$ cat src/rtl/swsim_pkg.sv
package swsim_pkg;

    localparam int VAL_W = 2;
    localparam int STR_W = 3;

    typedef enum logic [VAL_W-1:0] {
        LV_0 = 2'b00,
        LV_1 = 2'b01,
        LV_X = 2'b10,
        LV_Z = 2'b11
    } lval_e;

    typedef logic [STR_W-1:0] str_t;

    localparam str_t STR_SUPPLY = 3'd7;
    localparam str_t STR_STRONG = 3'd6;
    localparam str_t STR_PULL   = 3'd5;
    localparam str_t STR_LARGE  = 3'd4;
    localparam str_t STR_WEAK   = 3'd3;
    localparam str_t STR_MEDIUM = 3'd2;
    localparam str_t STR_SMALL  = 3'd1;
    localparam str_t STR_HIGHZ  = 3'd0;

    typedef enum logic [1:0] {
        GATE_OFF   = 2'd0,
        GATE_ON    = 2'd1,
        GATE_AMBIG = 2'd2
    } gate_e;

    typedef struct packed {
        lval_e val;
        str_t  str;
        logic  amb;
    } swout_t;

    localparam swout_t SWOUT_IDLE = '{val: LV_Z, str: STR_HIGHZ, amb: 1'b0};

    // Conduction state from control value and polarity
    function automatic gate_e gate_of(input lval_e ctl, input logic low_on);
        gate_e g;
        case (ctl)
            LV_0:    g = low_on ? GATE_ON  : GATE_OFF;
            LV_1:    g = low_on ? GATE_OFF : GATE_ON;
            default: g = GATE_AMBIG;
        endcase
        return g;
    endfunction

    // Plain switch: supply drive is capped at strong
    function automatic str_t plain_str(input str_t s);
        return (s == STR_SUPPLY) ? STR_STRONG : s;
    endfunction

    // Resistive switch: weaken along a fixed ladder
    function automatic str_t resist_str(input str_t s);
        str_t r;
        case (s)
            STR_SUPPLY, STR_STRONG: r = STR_PULL;
            STR_PULL:               r = STR_WEAK;
            STR_LARGE, STR_WEAK:    r = STR_MEDIUM;
            STR_MEDIUM, STR_SMALL:  r = STR_SMALL;
            default:                r = STR_HIGHZ;
        endcase
        return r;
    endfunction

endpackage

$ cat src/rtl/swg_gate_decode.sv
module swg_gate_decode
    import swsim_pkg::*;
(
    input  logic [VAL_W-1:0] ctl_val,
    input  logic             pol_p,
    output gate_e            gate
);
    always_comb begin
        gate = gate_of(lval_e'(ctl_val), pol_p);
    end
endmodule

$ cat src/rtl/swg_value_map.sv
module swg_value_map
    import swsim_pkg::*;
(
    input  logic [VAL_W-1:0] dat_val,
    input  gate_e            gate,
    output lval_e            val,
    output logic             amb
);
    lval_e din;
    assign din = lval_e'(dat_val);

    always_comb begin
        val = LV_Z;
        amb = 1'b0;
        if (din != LV_Z) begin
            case (gate)
                GATE_ON: begin
                    val = din;
                end
                GATE_AMBIG: begin
                    val = din;
                    // a known level may or may not reach the output
                    amb = (din == LV_0) || (din == LV_1);
                end
                default: begin
                    val = LV_Z;
                end
            endcase
        end
    end
endmodule

$ cat src/rtl/swg_strength_path.sv
module swg_strength_path
    import swsim_pkg::*;
#(
    parameter bit RESIST_SUPPORT = 1'b1
) (
    input  logic [STR_W-1:0] dat_str,
    input  logic             resist,
    input  lval_e            val,
    output str_t             str
);
    str_t reduced;

    generate
        if (RESIST_SUPPORT) begin : g_both
            always_comb begin
                reduced = resist ? resist_str(dat_str) : plain_str(dat_str);
            end
        end else begin : g_plain
            logic unused_resist;
            assign unused_resist = resist;
            always_comb begin
                reduced = plain_str(dat_str);
            end
        end
    endgenerate

    always_comb begin
        str = (val == LV_Z) ? STR_HIGHZ : reduced;
    end
endmodule

$ cat src/rtl/sw_strength_eval.sv
module sw_strength_eval
    import swsim_pkg::*;
(
    input  logic             clk,
    input  logic             rst,
    input  logic [VAL_W-1:0] dat_val,
    input  logic [STR_W-1:0] dat_str,
    input  logic [VAL_W-1:0] ctl_val,
    input  logic             pol_p,
    input  logic             resist,
    output logic [VAL_W-1:0] out_val,
    output logic [STR_W-1:0] out_str,
    output logic             out_amb
);
    gate_e  gate;
    lval_e  nxt_val;
    logic   nxt_amb;
    str_t   nxt_str;
    swout_t res_q;

    swg_gate_decode u_gate (
        .ctl_val (ctl_val),
        .pol_p   (pol_p),
        .gate    (gate)
    );

    swg_value_map u_vmap (
        .dat_val (dat_val),
        .gate    (gate),
        .val     (nxt_val),
        .amb     (nxt_amb)
    );

    swg_strength_path #(.RESIST_SUPPORT(1'b1)) u_spath (
        .dat_str (dat_str),
        .resist  (resist),
        .val     (nxt_val),
        .str     (nxt_str)
    );

    always_ff @(posedge clk) begin
        if (rst) begin
            res_q <= SWOUT_IDLE;
        end else begin
            res_q <= '{val: nxt_val, str: nxt_str, amb: nxt_amb};
        end
    end

    assign out_val = res_q.val;
    assign out_str = res_q.str;
    assign out_amb = res_q.amb;
endmodule

$ cat config.mk
export PLATFORM = sky130hd
export DESIGN_NAME = sw_strength_eval
export DESIGN_NICKNAME = d
export VERILOG_FILES = /design/src/rtl/swsim_pkg.sv /design/src/rtl/swg_gate_decode.sv /design/src/rtl/swg_value_map.sv /design/src/rtl/swg_strength_path.sv /design/src/rtl/sw_strength_eval.sv
export SDC_FILE = /design/constraint.sdc
export NUM_CORES = 1
export LEC_CHECK = 0
export ABC_AREA = 0
export BUFFER_PORTS_ARGS = -buffer_cell sky130_fd_sc_hd__buf_2
export CAP_MARGIN = 0
export CORE_AREA = 3 3 40 42
export DETAILED_ROUTE_END_ITERATION = 12
export DIE_AREA = 0 0 43 45
export MAX_ROUTING_LAYER = met4
export PLACE_DENSITY = 0.43
export SETUP_SLACK_MARGIN = 0.4
export SYNTH_ARGS = -nofsm -noshare
export SYNTH_HDL_FRONTEND = slang
export SYNTH_SLANG_ARGS = --single-unit
export TNS_END_PERCENT = 10
$ cat constraint.sdc
create_clock -name clk -period 1.7 [get_ports clk]
set_input_delay 0.17 -clock clk [delete_from_list [all_inputs] [get_ports clk]]
set_output_delay 0.17 -clock clk [all_outputs]
set_load 0.005 [all_outputs]
== Yosys cells after proc, flatten, opt, wreduce, memory -nomap -nowiden ==
Index checks and enable logic that the tools add are counted.

* Register bits after elaboration: 6

* Eq/ne operators: 13
* Multiplexer cells: 8
* Bitwise logic cells: 2
* Reduce and logical (&&, ||, !) cells: 9

{| class="wikitable"
|+ Operators with widths
! cell !! number
|-
| $eq 3x3->1 const B || 4
|-
| $pmux 3 s4 || 1
|-
| $reduce_or 2->1 || 5
|-
| $eq 2x1->1 const B || 3
|-
| $eq 3x2->1 const B || 2
|-
| $mux 3 || 2
|-
| $eq 2x2->1 const B || 2
|-
| $logic_not 2->1 || 2
|-
| $mux 2 || 2
|-
| $pmux 2 s2 || 1
|-
| $eq 3x1->1 const B || 1
|-
| $reduce_or 3->1 || 1
|-
| $mux 1 || 2
|-
| $ne 2x2->1 const B || 1
|-
| $not 1->1 || 2
|-
| $logic_or 1x1->1 || 1
|}

== Depth between registers and ports, before layout ==
* Depth after elaboration: 8
* Mapped depth: 5

== Modules after synthesis ==
A second synthesis with hierarchy kept.

* Cell total of the unflattened synthesis: 31
* Area, all modules: 277.8 µm²

{| class="wikitable"
|+ Modules (own cells, without submodules)
! module !! instances !! cells an instance !! area each (µm²) !! seq. area each (µm²)
|-
| sw_strength_eval || 1 || 12 || 157.7 || 120.1
|-
| swg_strength_path || 1 || 11 || 66.3 || 0.0
|-
| swg_value_map || 1 || 5 || 37.5 || 0.0
|-
| swg_gate_decode || 1 || 3 || 16.3 || 0.0
|}

== Worst setup path before layout ==
Ideal clock, no wire load.

* Path type: input port to flip-flop
* From: input port pol_p
* To: register res_q, in the netlist out_str[1]
* Library setup time: 0.066 ns
* Arrival time: 1.037 ns
* Required time: 1.634 ns
* Path slack: 0.597 ns
* Stages on the path: 5
* Path buffers: 0
* Cells stage by stage: xor2_1 -> nand2b_1 -> ha_1 -> a211o_1 -> a21oi_2

* Cells in the longest elaborated chain, start to end: 8
* Elaborated cells on any way between the ends: 10
* Classes of those cells: eq/ne (3); mux (5); reduce/logical (2)

{| class="wikitable"
|+ RTL lines
! element !! RTL line !! text
|-
| from (decl) || sw_strength_eval.sv:9 || <nowiki>input logic pol_p,</nowiki>
|-
| $mux 1, on equally long branches || swsim_pkg.sv:43, swsim_pkg.sv:42 ||
|-
| $pmux 2 s2 (*) || swsim_pkg.sv:41 || <nowiki>case (ctl)</nowiki>
|-
| $eq 2x1->1 / $eq 2x2->1 (equally long branches) || swg_value_map.sv:16 || <nowiki>case (gate)</nowiki>
|-
| $reduce_or 2->1 (no source line) (*) || n/a ||
|-
| $mux 2 (*) || swg_value_map.sv:16 ||
|-
| $mux 2 (*) || swg_value_map.sv:15 || <nowiki>if (din != LV_Z) begin</nowiki>
|-
| $eq 2x2->1 (*) || swg_strength_path.sv:28 || <nowiki>str = (val == LV_Z) ? STR_HIGHZ : reduced;</nowiki>
|-
| $reduce_or 2->1 (no source line) (*) || n/a ||
|-
| to (signal assigned) || sw_strength_eval.sv:45 || <nowiki>res_q <= '{val: nxt_val, str: nxt_str, amb: nxt_amb};</nowiki>
|-
| to (decl) || sw_strength_eval.sv:19 || <nowiki>swout_t res_q;</nowiki>
|}

Every way passes the cells marked *; elsewhere a longest branch is shown, timed or not.
A chain may end at the register's enable or synchronous reset.

== Final worst setup path ==
* From: input port ctl_val[0]
* To: register res_q, in the netlist out_str[1]

* Cells in the longest elaborated chain, start to end: 8
* Elaborated cells on any way between the ends: 10
* Classes of those cells: eq/ne (4); mux (3); reduce/logical (3)

{| class="wikitable"
|+ RTL lines
! element !! RTL line !! text
|-
| from (decl) || sw_strength_eval.sv:8 || <nowiki>input logic [VAL_W-1:0] ctl_val,</nowiki>
|-
| $eq 2x1->1 / $logic_not 2->1 (equally long branches) || swsim_pkg.sv:41 ||
|-
| $pmux 2 s2 (*) || swsim_pkg.sv:41 ||
|-
| $eq 2x1->1 / $eq 2x2->1 (equally long branches) || swg_value_map.sv:16 ||
|-
| $reduce_or 2->1 (no source line) (*) || n/a ||
|-
| $mux 2 (*) || swg_value_map.sv:16 ||
|-
| $mux 2 (*) || swg_value_map.sv:15 ||
|-
| $eq 2x2->1 (*) || swg_strength_path.sv:28 ||
|-
| $reduce_or 2->1 (no source line) (*) || n/a ||
|}

Marked as above.

==> flow_summary.yaml <==
cts:
  cts_tree: "yes"
  post_cts_buffers: 0
  clock_path_buffers: 2
  numClockSinks: 6
  hold_buffers: 0
  htreeDepth: 1
  cts_root_buf: "clkbuf_4"
  post_cts_resized: 0
  cts.clk_slew.worst_paths_ns: 0.04
  cts_inserted_buffers: 3
placement:
  portBuffers: 16
  dp_hpwl_um: 469
  place_area_um2: 345
  place.gp.congestion: 0.772
pwr:
  ir_drop_uv: 216
  power.total_w: 0.000321
  power.leakage_nw: 0.179
  power_density_mw_per_mm2: 874
final_layout:
  fin_area_um2: 368
  fin_nets: 56
  syn2layout_area_growth_pct: 47.0
  insertedDiodeCount: 0
  utilization: 0.286
  drive_gt1_frac: 0.500
synth:
  synthFlopType: "dfxtp_1"
  async_flop_share: 0
  syn_inst: 24
  yosysMostFrequentCell: "dfxtp_1"
  synth.distinct_cells: 16
  yosys-top-cells-count: "dfxtp_1, nor2_1, o21ai_0, or3_1"
  synthesis.area_um2: 250
  syn_nets: 36
  yosysWarnings: 0
  synth-seq-area-share: 0.480
  yosys.area.top_type: "dfxtp_1"
  yosys-top-cells-area: "dfxtp_1, nand2b_4, ha_1"
  synth_edf_count: 0
  synth_top_area_frac: 0.480
  synth-seq-cells: 6
  avgSynthCellArea_um2: 10.4
timing:
  finalHoldViolCount: 0
  setup_viol: 0
  rsz0062_at_grt: "false"
  max_freq_mhz: 965
  worst_pin_slew_ns: 0.205
  period_minus_slack_ns: 1.04
  slew_headroom: 0.862
  tns_ns: 0
  finalCritPeriodShare: 0.609
  drv_slew: 0
die:
  fp.dieH_um: 45
  initial_core_util: 0.195
  dieArea_mm2: 0.00194
  coreArea_mm2: 0.00128
  fp-row-count: 13
  die_w_um: 43
  io-pin-count: 17
run:
  cap_violations: 0
global_route:
  grt_usage: 0.0687
  antenna_found_initial: 0
  grt_max_degree: 6
  grt_overflow_total: 0
  grt_pass1_vias: 227
  grt_pass1_wl_um: 883
detailed_routing:
  top_layer_used: "met3"
  num_vias: 244
  vias_per_cell: 4.28
  drtAntennaViolNets: 0
  drt_first_pass_iters: 2
  routedWlPerCell_um: 9.04
  wl_met2_um: 260
  dr_wl_met3_um: 61
  drc: 0
  drtIter0Drc: 1
  met1_length_um: 193
  drt-total-wl_um: 515
hold_path:
  hp-class: "in2reg"
worst_setup_path:
  required_ns: 1.87
  end_kind: "register"
  crit_fanout: 3
  cp-start-kind: "input port"
  arrival_ns: 1.20
  crit_type: "in2reg"
outcome:
  status: "complete, no violations"
sequential cells by signal (all words and copies together), names as in the netlist:
| signal | count |
|---|---|
| out_amb | 1 |
| out_str | 3 |
| out_val | 2 |
per-layer routing:
layer | up-vias | GRT usage
met3 | 0 | 0.0478
met2 | 12 | 0.105
li1 | 122 | -
met5 | - | -
met4 | 0 | 0.0542
met1 | 110 | 0.0580
per-stage QoR:
step / hold slack [ns] / std cells / worst slack (ns)
6_report: 0.129 / 57 / 0.664
5_1_grt: 0.143 / 57 / 0.576
4_1_cts: 0.117 / 57 / 0.659
3_5_place_dp: 0.372 / 54 / 0.411
3_3_place_gp: 0.369 / 54 / 0.432
2_1_floorplan: 0.245 / 24 / 0.597
critical path, cell delays in order:
cell and delay, ns:
buf_2 0.10, xor2_1 0.14, nand2b_1 0.07, ha_1 0.30
a211o_1 0.31, a21oi_2 0.11
area by class of cell:
type / count / area, um^2
fillers: 146 / 917
multi-input cells: 16 / 123
flip-flops and latches: 6 / 120
repair buffers: 16 / 80.1
clock buffers: 3 / 22.5
well taps: 15 / 18.8
inverters: 1 / 3.75
kinds of logic after synthesis:
| family | after synthesis | share of synthesized area |
|---|---|---|
| flip-flops | 6 | 0.480 |
| AO/OA/AOI/OAI | 6 | 0.185 |
| buffers and inverters | 2 | 0.0300 |
| adder cells (fa/ha/maj) | 1 | 0.0500 |
| AND/OR/NAND/NOR | 8 | 0.220 |
| XOR/XNOR | 1 | 0.0350 |
where the power goes:
group / total [W] / switching (W) / internal, W / leakage [nW]
clock: 0.000123 / 0.0000435 / 0.0000793 / 0.0138
sequential: 0.000150 / 0.00000137 / 0.000149 / 0.0491
combinational: 0.0000486 / 0.0000223 / 0.0000263 / 0.116
final timing paths:
path,start,endpoint,slack [ns],depth (start not counted)
hold / removal,dat_val[1],out_amb$_SDFF_PP0_,0.13,2
setup / recovery,ctl_val[0],out_str[1]$_SDFF_PP0_,0.66,6
layout by cell type, fill, tap and decap left out:
master    synthesis  layout
a211o_1           1       1
a21bo_1           1       1
a21oi_2           1       1
a32oi_1           1       1
buf_2             0      16
clkbuf_4          0       3
dfxtp_1           6       6
ha_1              1       1
inv_1             1       1
nand2b_1          1       1
nand2b_4          1       1
nand3b_1          1       1
nor2_1            2       2
nor3b_1           1       1
o21ai_0           2       2
or3_1             2       2
xor2_1            1       1
(Power assumes the default switching activity.)
